## src/rtl/b2c_pkg.sv

```systemverilog
package b2c_pkg;
  localparam int NCH        = 2;
  localparam int DW         = 32;
  localparam int NREGS      = 37;
  localparam int IDX_VER    = 0;
  localparam int IDX_LAUNCH = 1;
  localparam int IDX_STAT   = 18;
  localparam int IDX_EW0    = 19;
  localparam int IDX_EB0    = 20;
  localparam int IDX_EW1    = 21;
  localparam int IDX_EB1    = 22;
  localparam int IDX_ER0    = 23;
  localparam int IDX_ER1    = 24;
  localparam int IDX_CAP0   = 33;
  localparam int IDX_CAP1   = 36;
  localparam int BASE0      = 4;
  localparam int BASE1      = 10;
  localparam int OFS_EN     = 0;
  localparam int OFS_DIR    = 1;
  localparam int OFS_SIZE   = 2;
  localparam int OFS_ADDR   = 3;
  localparam int OFS_WDATA  = 4;
  localparam int STAT_BIT0  = 16;
  localparam logic [DW-1:0] STAT_MASK = DW'(((1 << NCH) - 1) << STAT_BIT0);

  typedef enum logic [1:0] {XS_IDLE, XS_BUSY, XS_FIN} xs_t;

  function automatic int ch_base(int c);
    return (c == 0) ? BASE0 : BASE1;
  endfunction

  function automatic logic [DW-1:0] reset_val(int idx);
    case (idx)
      IDX_VER:          return 32'h0000_00A1;
      IDX_EW0, IDX_ER0: return 32'h0044_EEE4;
      IDX_EB0:          return 32'h0055_AAFF;
      IDX_EW1, IDX_ER1: return 32'h0011_7717;
      IDX_EB1:          return 32'hFFAA_5500;
      default:          return '0;
    endcase
  endfunction

  function automatic logic [DW-1:0] size_mask(logic [1:0] code);
    case (code)
      2'd0:    return 32'h0000_00FF;
      2'd1:    return 32'h0000_FFFF;
      default: return 32'hFFFF_FFFF;
    endcase
  endfunction
endpackage

```

## src/rtl/b2c_regs.sv

```systemverilog
module b2c_regs
  import b2c_pkg::*;
#(
  parameter int IDX_W = 10
) (
  input  logic                   clk,
  input  logic                   rst_n,
  input  logic                   wr_en,
  input  logic [IDX_W-1:0]       wr_idx,
  input  logic [DW-1:0]          wr_data,
  input  logic [IDX_W-1:0]       rd_idx,
  output logic [DW-1:0]          rd_data,
  input  logic                   cap_en,
  input  logic                   cap_ch,
  input  logic [DW-1:0]          cap_data,
  input  logic [NCH-1:0]         done_set,
  output logic [NCH-1:0]         cfg_en,
  output logic [NCH-1:0]         cfg_rd,
  output logic [NCH-1:0][DW-1:0] cfg_size,
  output logic [NCH-1:0][DW-1:0] cfg_addr,
  output logic [NCH-1:0][DW-1:0] cfg_wdata,
  output logic [NCH-1:0]         done_bits
);
  localparam int IW = $clog2(NREGS);

  logic [DW-1:0] mem_q [NREGS];
  logic [DW-1:0] mem_d [NREGS];
  logic          wr_hit;

  assign wr_hit = wr_en && (wr_idx < IDX_W'(NREGS));

  always_comb begin
    for (int i = 0; i < NREGS; i++) mem_d[i] = mem_q[i];
    if (wr_hit) begin
      if (int'(wr_idx) == IDX_STAT)
        mem_d[IDX_STAT] = mem_q[IDX_STAT] & ~(wr_data & STAT_MASK);
      else
        mem_d[wr_idx[IW-1:0]] = wr_data;
    end
    if (cap_en) mem_d[cap_ch ? IDX_CAP1 : IDX_CAP0] = cap_data;
    for (int c = 0; c < NCH; c++)
      if (done_set[c]) mem_d[IDX_STAT][STAT_BIT0 + c] = 1'b1;
  end

  always_ff @(posedge clk or negedge rst_n) begin
    if (!rst_n) begin
      for (int i = 0; i < NREGS; i++) mem_q[i] <= reset_val(i);
    end else begin
      for (int i = 0; i < NREGS; i++) mem_q[i] <= mem_d[i];
    end
  end

  assign rd_data = (rd_idx < IDX_W'(NREGS)) ? mem_q[rd_idx[IW-1:0]] : '0;

  for (genvar c = 0; c < NCH; c++) begin : g_cfg
    assign cfg_en[c]    = mem_q[ch_base(c) + OFS_EN][0];
    assign cfg_rd[c]    = mem_q[ch_base(c) + OFS_DIR][0];
    assign cfg_size[c]  = mem_q[ch_base(c) + OFS_SIZE];
    assign cfg_addr[c]  = mem_q[ch_base(c) + OFS_ADDR];
    assign cfg_wdata[c] = mem_q[ch_base(c) + OFS_WDATA];
    assign done_bits[c] = mem_q[IDX_STAT][STAT_BIT0 + c];
  end
endmodule

```

## src/rtl/b2c_xfer.sv

```systemverilog
module b2c_xfer
  import b2c_pkg::*;
#(
  parameter int TMO_CYCLES = 255
) (
  input  logic                   clk,
  input  logic                   rst_n,
  input  logic                   launch_wr,
  input  logic [NCH-1:0]         cfg_en,
  input  logic [NCH-1:0]         cfg_rd,
  input  logic [NCH-1:0][DW-1:0] cfg_size,
  input  logic [NCH-1:0][DW-1:0] cfg_addr,
  input  logic [NCH-1:0][DW-1:0] cfg_wdata,
  output logic                   stall,
  output logic [NCH-1:0]         dn_req,
  output logic [NCH-1:0]         dn_we,
  output logic [NCH-1:0][DW-1:0] dn_addr,
  output logic [NCH-1:0][DW-1:0] dn_wdata,
  output logic [NCH-1:0][1:0]    dn_size,
  input  logic [NCH-1:0]         dn_ack,
  input  logic [NCH-1:0]         dn_err,
  input  logic [NCH-1:0][DW-1:0] dn_rdata,
  output logic                   cap_en,
  output logic                   cap_ch,
  output logic [DW-1:0]          cap_data,
  output logic [NCH-1:0]         done_set
);
  localparam int CW = $clog2(TMO_CYCLES + 1);

  xs_t           st_q, st_d;
  logic          ch_q, ch_d;
  logic [CW-1:0] cnt_q, cnt_d;
  logic          pick, size_ok, go;
  logic          resp, good, expired;

  // channel 0 has priority; channel 1 only when channel 0 is off
  assign pick    = !cfg_en[0];
  assign size_ok = (cfg_size[pick][DW-1:2] == '0) && (cfg_size[pick][1:0] != 2'd2);
  assign go      = launch_wr && (st_q == XS_IDLE) && (|cfg_en) && size_ok;

  assign resp    = dn_ack[ch_q] || dn_err[ch_q];
  assign good    = dn_ack[ch_q] && !dn_err[ch_q];
  assign expired = (cnt_q == CW'(TMO_CYCLES - 1));

  always_comb begin
    st_d     = st_q;
    ch_d     = ch_q;
    cnt_d    = cnt_q;
    cap_en   = 1'b0;
    done_set = '0;
    case (st_q)
      XS_IDLE: if (go) begin
        st_d  = XS_BUSY;
        ch_d  = pick;
        cnt_d = '0;
      end
      XS_BUSY: begin
        if (resp || expired) begin
          st_d           = XS_FIN;
          cap_en         = good && cfg_rd[ch_q];
          done_set[ch_q] = good;
        end else begin
          cnt_d = cnt_q + CW'(1);
        end
      end
      default: st_d = XS_IDLE;
    endcase
  end

  always_ff @(posedge clk or negedge rst_n) begin
    if (!rst_n) begin
      st_q  <= XS_IDLE;
      ch_q  <= 1'b0;
      cnt_q <= '0;
    end else begin
      st_q  <= st_d;
      ch_q  <= ch_d;
      cnt_q <= cnt_d;
    end
  end

  assign stall    = (st_q == XS_BUSY) || go;
  assign cap_ch   = ch_q;
  assign cap_data = dn_rdata[ch_q] & size_mask(cfg_size[ch_q][1:0]);

  for (genvar c = 0; c < NCH; c++) begin : g_port
    assign dn_req[c]   = (st_q == XS_BUSY) && (ch_q == 1'(c));
    assign dn_we[c]    = !cfg_rd[c];
    assign dn_addr[c]  = cfg_addr[c];
    assign dn_size[c]  = cfg_size[c][1:0];
    assign dn_wdata[c] = cfg_wdata[c] & size_mask(cfg_size[c][1:0]);
  end
endmodule

```

## src/rtl/bridge2ch_top.sv

```systemverilog
module bridge2ch_top
  import b2c_pkg::*;
#(
  parameter int AW         = 12,
  parameter int TMO_CYCLES = 255
) (
  input  logic                   clk,
  input  logic                   rst_n,
  input  logic                   psel,
  input  logic                   penable,
  input  logic                   pwrite,
  input  logic [AW-1:0]          paddr,
  input  logic [DW-1:0]          pwdata,
  output logic [DW-1:0]          prdata,
  output logic                   pready,
  output logic [NCH-1:0]         dn_req,
  output logic [NCH-1:0]         dn_we,
  output logic [NCH-1:0][DW-1:0] dn_addr,
  output logic [NCH-1:0][DW-1:0] dn_wdata,
  output logic [NCH-1:0][1:0]    dn_size,
  input  logic [NCH-1:0]         dn_ack,
  input  logic [NCH-1:0]         dn_err,
  input  logic [NCH-1:0][DW-1:0] dn_rdata,
  output logic                   irq
);
  localparam int IDX_W = AW - 2;

  logic                   rst_s1_q, rst_sync_n;
  logic [IDX_W-1:0]       idx;
  logic                   access, launch_wr, wr_en, stall;
  logic                   cap_en, cap_ch;
  logic [DW-1:0]          cap_data;
  logic [NCH-1:0]         done_set, done_bits;
  logic [NCH-1:0]         cfg_en, cfg_rd;
  logic [NCH-1:0][DW-1:0] cfg_size, cfg_addr, cfg_wdata;
  logic                   unused_lsb;

  // asynchronous assert, synchronous release
  always_ff @(posedge clk or negedge rst_n) begin
    if (!rst_n) begin
      rst_s1_q   <= 1'b0;
      rst_sync_n <= 1'b0;
    end else begin
      rst_s1_q   <= 1'b1;
      rst_sync_n <= rst_s1_q;
    end
  end

  assign idx        = paddr[AW-1:2];
  assign unused_lsb = ^paddr[1:0];
  assign access     = psel && penable;
  assign launch_wr  = access && pwrite && (int'(idx) == IDX_LAUNCH);
  assign pready     = !stall;
  assign wr_en      = access && pwrite && pready;
  assign irq        = |done_bits;

  b2c_regs #(.IDX_W(IDX_W)) u_regs (
    .clk      (clk),
    .rst_n    (rst_sync_n),
    .wr_en    (wr_en),
    .wr_idx   (idx),
    .wr_data  (pwdata),
    .rd_idx   (idx),
    .rd_data  (prdata),
    .cap_en   (cap_en),
    .cap_ch   (cap_ch),
    .cap_data (cap_data),
    .done_set (done_set),
    .cfg_en   (cfg_en),
    .cfg_rd   (cfg_rd),
    .cfg_size (cfg_size),
    .cfg_addr (cfg_addr),
    .cfg_wdata(cfg_wdata),
    .done_bits(done_bits)
  );

  b2c_xfer #(.TMO_CYCLES(TMO_CYCLES)) u_xfer (
    .clk      (clk),
    .rst_n    (rst_sync_n),
    .launch_wr(launch_wr),
    .cfg_en   (cfg_en),
    .cfg_rd   (cfg_rd),
    .cfg_size (cfg_size),
    .cfg_addr (cfg_addr),
    .cfg_wdata(cfg_wdata),
    .stall    (stall),
    .dn_req   (dn_req),
    .dn_we    (dn_we),
    .dn_addr  (dn_addr),
    .dn_wdata (dn_wdata),
    .dn_size  (dn_size),
    .dn_ack   (dn_ack),
    .dn_err   (dn_err),
    .dn_rdata (dn_rdata),
    .cap_en   (cap_en),
    .cap_ch   (cap_ch),
    .cap_data (cap_data),
    .done_set (done_set)
  );
endmodule

```

## config.mk

```make
export PLATFORM = sky130hd
export DESIGN_NAME = bridge2ch_top
export DESIGN_NICKNAME = d
export VERILOG_FILES = /design/src/rtl/b2c_pkg.sv /design/src/rtl/b2c_regs.sv /design/src/rtl/b2c_xfer.sv /design/src/rtl/bridge2ch_top.sv
export SDC_FILE = /design/constraint.sdc
export NUM_CORES = 2
export LEC_CHECK = 0
export BUFFER_PORTS_ARGS = -buffer_cell sky130_fd_sc_hd__buf_4
export CAP_MARGIN = 30
export CORE_ASPECT_RATIO = 1.25
export CORE_MARGIN = 3
export CORE_UTILIZATION = 35
export DETAILED_ROUTE_END_ITERATION = 8
export GPL_ROUTABILITY_DRIVEN = 0
export PLACE_DENSITY = 0.53
export SYNTH_ARGS = -nofsm -noshare
export SYNTH_HDL_FRONTEND = slang
export SYNTH_SLANG_ARGS = --single-unit
```

## constraint.sdc

```tcl
create_clock -name clk -period 33.2 [get_ports clk]
set_input_delay 6.64 -clock clk [delete_from_list [all_inputs] [get_ports clk]]
set_output_delay 6.64 -clock clk [all_outputs]
set_load 0.02 [all_outputs]
```

[Word-level counts from Yosys, hierarchy flattened]
Index checks and enable logic that the tools add are counted.
Operators by class
  add/subtract/negate cells: 1
  order comparisons: 8
  $mul: 0
  bitwise gates (word level): 9
  reductions and logical operators: 35
  mux-type cells: 45
  equal/unequal tests: 11
  div/mod/pow operators: 0
  shift-type cells: 0
Operators by type and width (count)
  1184-bit bitwise mux: 2
  1184-bit two-way mux: 2
  576-bit two-way mux: 2
  32-bit demux with 6-bit select: 2
  32-bit two-way mux: 10
  32-bit binary-select mux with 6-bit select: 1
  32-bit case mux with 2 select lines: 3
  32-bit AND: 4
  32-bit by 7-bit greater-or-equal comparator with 1-bit output, second input constant: 1
  32-bit by 1-bit less-than comparator with 1-bit output, second input constant: 1
  18-bit inverter with 32-bit output: 1
  32-bit inverter: 1
  30-bit zero test: 1
  1-bit logical AND: 16
  8-bit two-way mux: 2
  8-bit case mux with 2 select lines: 1
  2-bit two-way mux: 6
  1-bit two-way mux: 11
  10-bit by 2-bit == test with 1-bit output, second input constant: 1
  10-bit by 6-bit == test with 1-bit output, second input constant: 1
  10-bit by 6-bit less-than comparator with 1-bit output, second input constant: 1
  8-bit by 1-bit adder with 8-bit output, second input constant: 1
  2-bit by 1-bit == test with 1-bit output, second input constant: 4
  8-bit == test, second input constant: 1
  other kinds (19): 33
Storage, ports and cells
  word-level logic and storage cells: 151
  ROM bits: 0
  memory bits (writable): 0
  memories kept: 0
  bits in latches: 0
  register bits: 1197
  output and inout bits: 170

[Longest topological paths before layout]
  word-level depth: 14
  depth in mapped cells: 9

[Modules after synthesis]
A second synthesis with hierarchy kept.
Unflattened totals
  cells, all modules: 4207
  area total of the unflattened synthesis: 58353.5 um^2
By module, submodules not included
  b2c_regs: cells each 3884, times used 1, seq. area each 29732.3 um^2, area an instance 55964.9 um^2
  b2c_xfer: cells each 312, times used 1, seq. area each 275.3 um^2, area an instance 2287.2 um^2
  bridge2ch_top: cells each 11, times used 1, seq. area each 50.0 um^2, area an instance 101.3 um^2

[Worst setup path before layout]
Ideal clock, no wire load.
  path kind: input to output
  from: input port paddr[2]
  to: output port prdata[0]
  arrival time: 8837 ps
  setup slack: 17723 ps
  buffers on the path: 4
  stages on the path: 7
  path through: buf_2 buf_2 buf_1 buf_2 mux4_2 a221oi_1 a31oi_1
On the way
  word-level cells in the longest chain between the ends: 5
  elaborated cells on any way between the ends: 6
  those cells by class: order compare: 1; mux: 4; bitwise: 1
RTL lines
  from (decl): line bridge2ch_top.sv:12  | input logic [AW-1:0] paddr,
  6-bit inverter with 7-bit output (implied by the code): line b2c_regs.sv:53  | assign rd_data = (rd_idx < IDX_W'(NREGS)) ? mem_q[rd_idx[IW-1:0]] : '0;
  32-bit binary-select mux with 6-bit select: line b2c_regs.sv:53
  32-bit two-way mux (implied by the code) (2 in series): line b2c_regs.sv:53
  32-bit two-way mux *: line b2c_regs.sv:53
  to (decl): line bridge2ch_top.sv:14  | output logic [DW-1:0] prdata,
Mark *: on every way between the ends. The rest lies on a longest branch, timed or not. The select of a mux whose other input is x is not followed.

[Worst setup path after layout]
  from: input port paddr[2]
  to: output port prdata[9]
Same word-level chain as after synthesis.

==> run summary <==
CRITICAL PATH
----------------------------------------------------------------------------------------
Data required time at the worst endpoint ..................................     26.56 ns
Maximum fanout encountered on the critical timing path ....................           42
Worst EP arrival ..........................................................     11.54 ns
Crit Path Class ........................................................... primary input to output port
Endpoint type of the worst setup path .....................................  output port
Category of the worst setup path launch point ............................. primary input

FLOORPLAN
----------------------------------------------------------------------------------------
Height of the chip ........................................................       455 µm
Floorplan core area .......................................................   160000 µm²
Area enclosed by the die boundary .........................................   166000 µm²
Standard-cell row count ...................................................          164
DIE WIDTH .................................................................       365 µm
Effective utilization at floorplan ........................................        0.352
Top-Level Pins ............................................................          287

DETAILED ROUTING
----------------------------------------------------------------------------------------
Count of nets left with antenna violations after detail routing ...........            0
Average vias per placed instance ..........................................         5.51
DRC marker count from the first detailed-route iteration ..................         2319
Total via count in the routed design ......................................        32900
Average wire per standard cell ............................................      28.7 µm
First-pass DRT Iterations .................................................            5
Total wire length .........................................................    171000 µm
Residual DRC count ........................................................            0

STA
----------------------------------------------------------------------------------------
Final worst slack .........................................................     15.02 ns
Max-slew violation count ..................................................            0
Unrepaired setup endpoints after global routing ...........................        false
Portion of the clock cycle consumed by the worst path in the final layout .        0.548
Finish-stage setup viols ..................................................            0
Max-slew headroom .........................................................        0.318
Clock period minus final worst setup slack ................................     18.19 ns
Setup TNS .................................................................         0 ns
Actual slew at the worst max-slew pin .....................................      1.02 ns
Final hold violations .....................................................            0
Max Clk Rate ..............................................................     55.0 MHz
Clock Skews ...............................................................    0.0239 ns
Final-layout worst hold slack .............................................     0.308 ns

POWER AND IR DROP
----------------------------------------------------------------------------------------
Switching fraction of total power .........................................        0.235
Sequential Power Share ....................................................        0.483
Clock power frac ..........................................................        0.470
Leakage component of the power ............................................    0.0300 µW
Net switching power .......................................................       715 µW
Internal Dissipation ......................................................      2330 µW
Part of the total power dissipated in combinational logic .................        0.048
Maximum resistive drop on vdd .............................................  0.0000445 V
Power per Cell Area .......................................................  47.8 nW/µm²

CLOCK TREE
----------------------------------------------------------------------------------------
Maximum root-to-sink buffer count .........................................            3
Post-CTS Hold Fix Bufs ....................................................            0
Root Buffer ............................................................... sky130_fd_sc_hd__clkbuf_16
Count of cells resized by post-cts repair .................................            0
H-Tree Depth ..............................................................            3
CTS tree ..................................................................          yes
TritonCTS buffer count ....................................................          119
Clock Latency Late Sink ...................................................      0.75 ns
CTS clk-pin slew, worst paths .............................................      0.06 ns
Number of clock sinks seen by CTS .........................................         1197
Number of setup buffers added after CTS ...................................            0

SYNTH
----------------------------------------------------------------------------------------
Count of cell types in the netlist ........................................           59
Area share of the leading cell type in the synthesized netlist ............        0.495
Cell count after synthesis ................................................         3771
EDFF count, synth .........................................................            0
Post-synthesis sequential area ratio ......................................        0.534
Largest family of logic cells by synthesized area ......................... multiplexers
Area share of and/or/nand/nor cells after synthesis .......................       0.0348
Adder and majority gate portion of the synthesized area ...................     0.000444
Synth top area cells ...................................................... sky130_fd_sc_hd__dfrtp_1, sky130_fd_sc_hd__mux2_2, sky130_fd_sc_hd__mux4_2, sky130_fd_sc_hd__dfstp_2, sky130_fd_sc_hd__buf_4
Post-Syn Area per Cell ....................................................     14.9 µm²
Synth Net Count ...........................................................         3890
Post-synth top flop ....................................................... sky130_fd_sc_hd__dfrtp_1
Portion of netlist area occupied by mux cells .............................        0.352
Most area-hungry cell type in the Yosys netlist ........................... sky130_fd_sc_hd__dfrtp_1
Synth Register Bits .......................................................         1197
Netlist Area Pre-Place ....................................................    56300 µm²
Warning count from the yosys run ..........................................            0
Area fraction in compound gates after synthesis ...........................       0.0314
Area share of xor/xnor cells in the synthesized design ....................      0.00124
Asr flop ratio synth ......................................................         1.00

GLOBAL ROUTE
----------------------------------------------------------------------------------------
Antenna violations before repair ..........................................           11
Number of global-route vias before repair .................................        35000
Global-route wire length before repair ....................................    252000 µm
Largest net degree at the start of global routing .........................          161
Global route overflow .....................................................            0
GRT Overall Usage .........................................................        0.207

CELLS AND AREA
----------------------------------------------------------------------------------------
Area growth from synthesis to layout ......................................        13.0%
Layout cells sized above 1 ................................................        0.527
Filler cells ..............................................................        14800
Most frequent cells in the layout ......................................... sky130_fd_sc_hd__dfrtp_1, sky130_fd_sc_hd__mux2_2, sky130_fd_sc_hd__buf_4, sky130_fd_sc_hd__mux4_2, sky130_fd_sc_hd__clkbuf_16
Most frequent standard cell in the layout excluding fill and tap cells .... sky130_fd_sc_hd__dfrtp_1
Number of nets in the layout ..............................................         3900
Post-layout utilization of the core .......................................        0.398

PLACE
----------------------------------------------------------------------------------------
HPWL after detailed placement .............................................    109000 µm
Pre-CTS setup slack .......................................................     14.42 ns
Count of buffers inserted at the top-level ports ..........................          284

JOB
----------------------------------------------------------------------------------------
Max-cap violation count ...................................................            0

WORST HOLD PATH
----------------------------------------------------------------------------------------
Class of the tightest hold or removal check ............................... flop to asynchronous set/reset pin

STATUS
----------------------------------------------------------------------------------------
Result of the run ......................................................... finished clean

power groups by stage:
stage | clock network [µW] | logic [µW] | registers (µW)
5_1_grt | 1520 | 157 | 1470
6_report | 1430 | 145 | 1470
3_5_place_dp | 0 | 147 | 1500
2_1_floorplan | 0 | 68.9 | 1510
4_1_cts | 1470 | 147 | 1470
3_3_place_gp | 0 | 146 | 1500
synth_stat cells (all sizes together) (32+ instances only):
master,number
a221oi,39
buf,262
dfrtp,1114
mux2,1113
mux4,282
o21ai,41
and2,53
clkbuf,233
o22ai,65
nand2,60
dfstp,83
nor2,49
mux2i,83
a31oi,32
a21oi,59
nand3,32
final timing paths:
path,start,end,slack [ns],cells past startpoint
min,rst_sync_n$_DFF_PN0_,asynchronous set/reset pin,0.31,0
min in group clk,rst_s1_q$_DFF_PN0_,rst_sync_n$_DFF_PN0_,0.35,0
max,paddr[2],prdata[9],15.02,12
max reg2reg,rst_sync_n$_DFF_PN0_,asynchronous set/reset pin,27.88,7
max in group asynchronous,rst_n,rst_sync_n$_DFF_PN0_,27.43,1
min reg2reg,rst_sync_n$_DFF_PN0_,asynchronous set/reset pin,0.31,0
through the flow:
stage	cells	total power [µW]	instance area, µm²
global route	5958	3150	63600
global placement	5723	1640	59300
detailed placement	5731	1640	59400
floorplan	3771	1580	56300
CTS	5952	3080	63500
finish	5962	3040	63700
layer usage:
layer	share of wire	track usage	vias up	wire, µm
met5	0	0	-	0
met4	0.021	0.0510	0	3540
met3	0.049	0.0310	160	8340
met2	0.49	0.340	741	83500
met1	0.44	0.288	18100	75900
li1	-	-	13900	-
logic make-up after synthesis:
logic type,count (synthesis)
AOI/OAI and AO/OA,271
xor gates and xnor gates,8
adders and majority gates,2
buffers and inverters,500
DFF,1197
muxes,1478
other,1
and+or+nand+nor,314
area by class of cell:
cell class	instances	area (µm²)	share of cell area
flip-flops and latches	1197	30100	0.472
clock inverters	39	543	0.00853
multi-input cells	2074	23700	0.373
inverters	5	18.8	0.000295
clock buffers	182	3620	0.0569
well taps	2075	2600	0.0408
repair buffers	384	3040	0.0478
diodes	6	15.0	0.000236
critical path, stage by stage:
cell and delay, ns:
sky130_fd_sc_hd__buf_8 0.33, sky130_fd_sc_hd__buf_4 0.70, sky130_fd_sc_hd__buf_4 0.74, sky130_fd_sc_hd__buf_4 0.28, sky130_fd_sc_hd__buf_16 0.32, sky130_fd_sc_hd__buf_4 0.77
sky130_fd_sc_hd__mux4_2 0.61, sky130_fd_sc_hd__mux2i_1 0.15, sky130_fd_sc_hd__nor2_1 0.06, sky130_fd_sc_hd__a221oi_1 0.31, sky130_fd_sc_hd__a31oi_1 0.26, sky130_fd_sc_hd__buf_4 0.24
No activity file was read; power rests on OpenSTA's default activity.
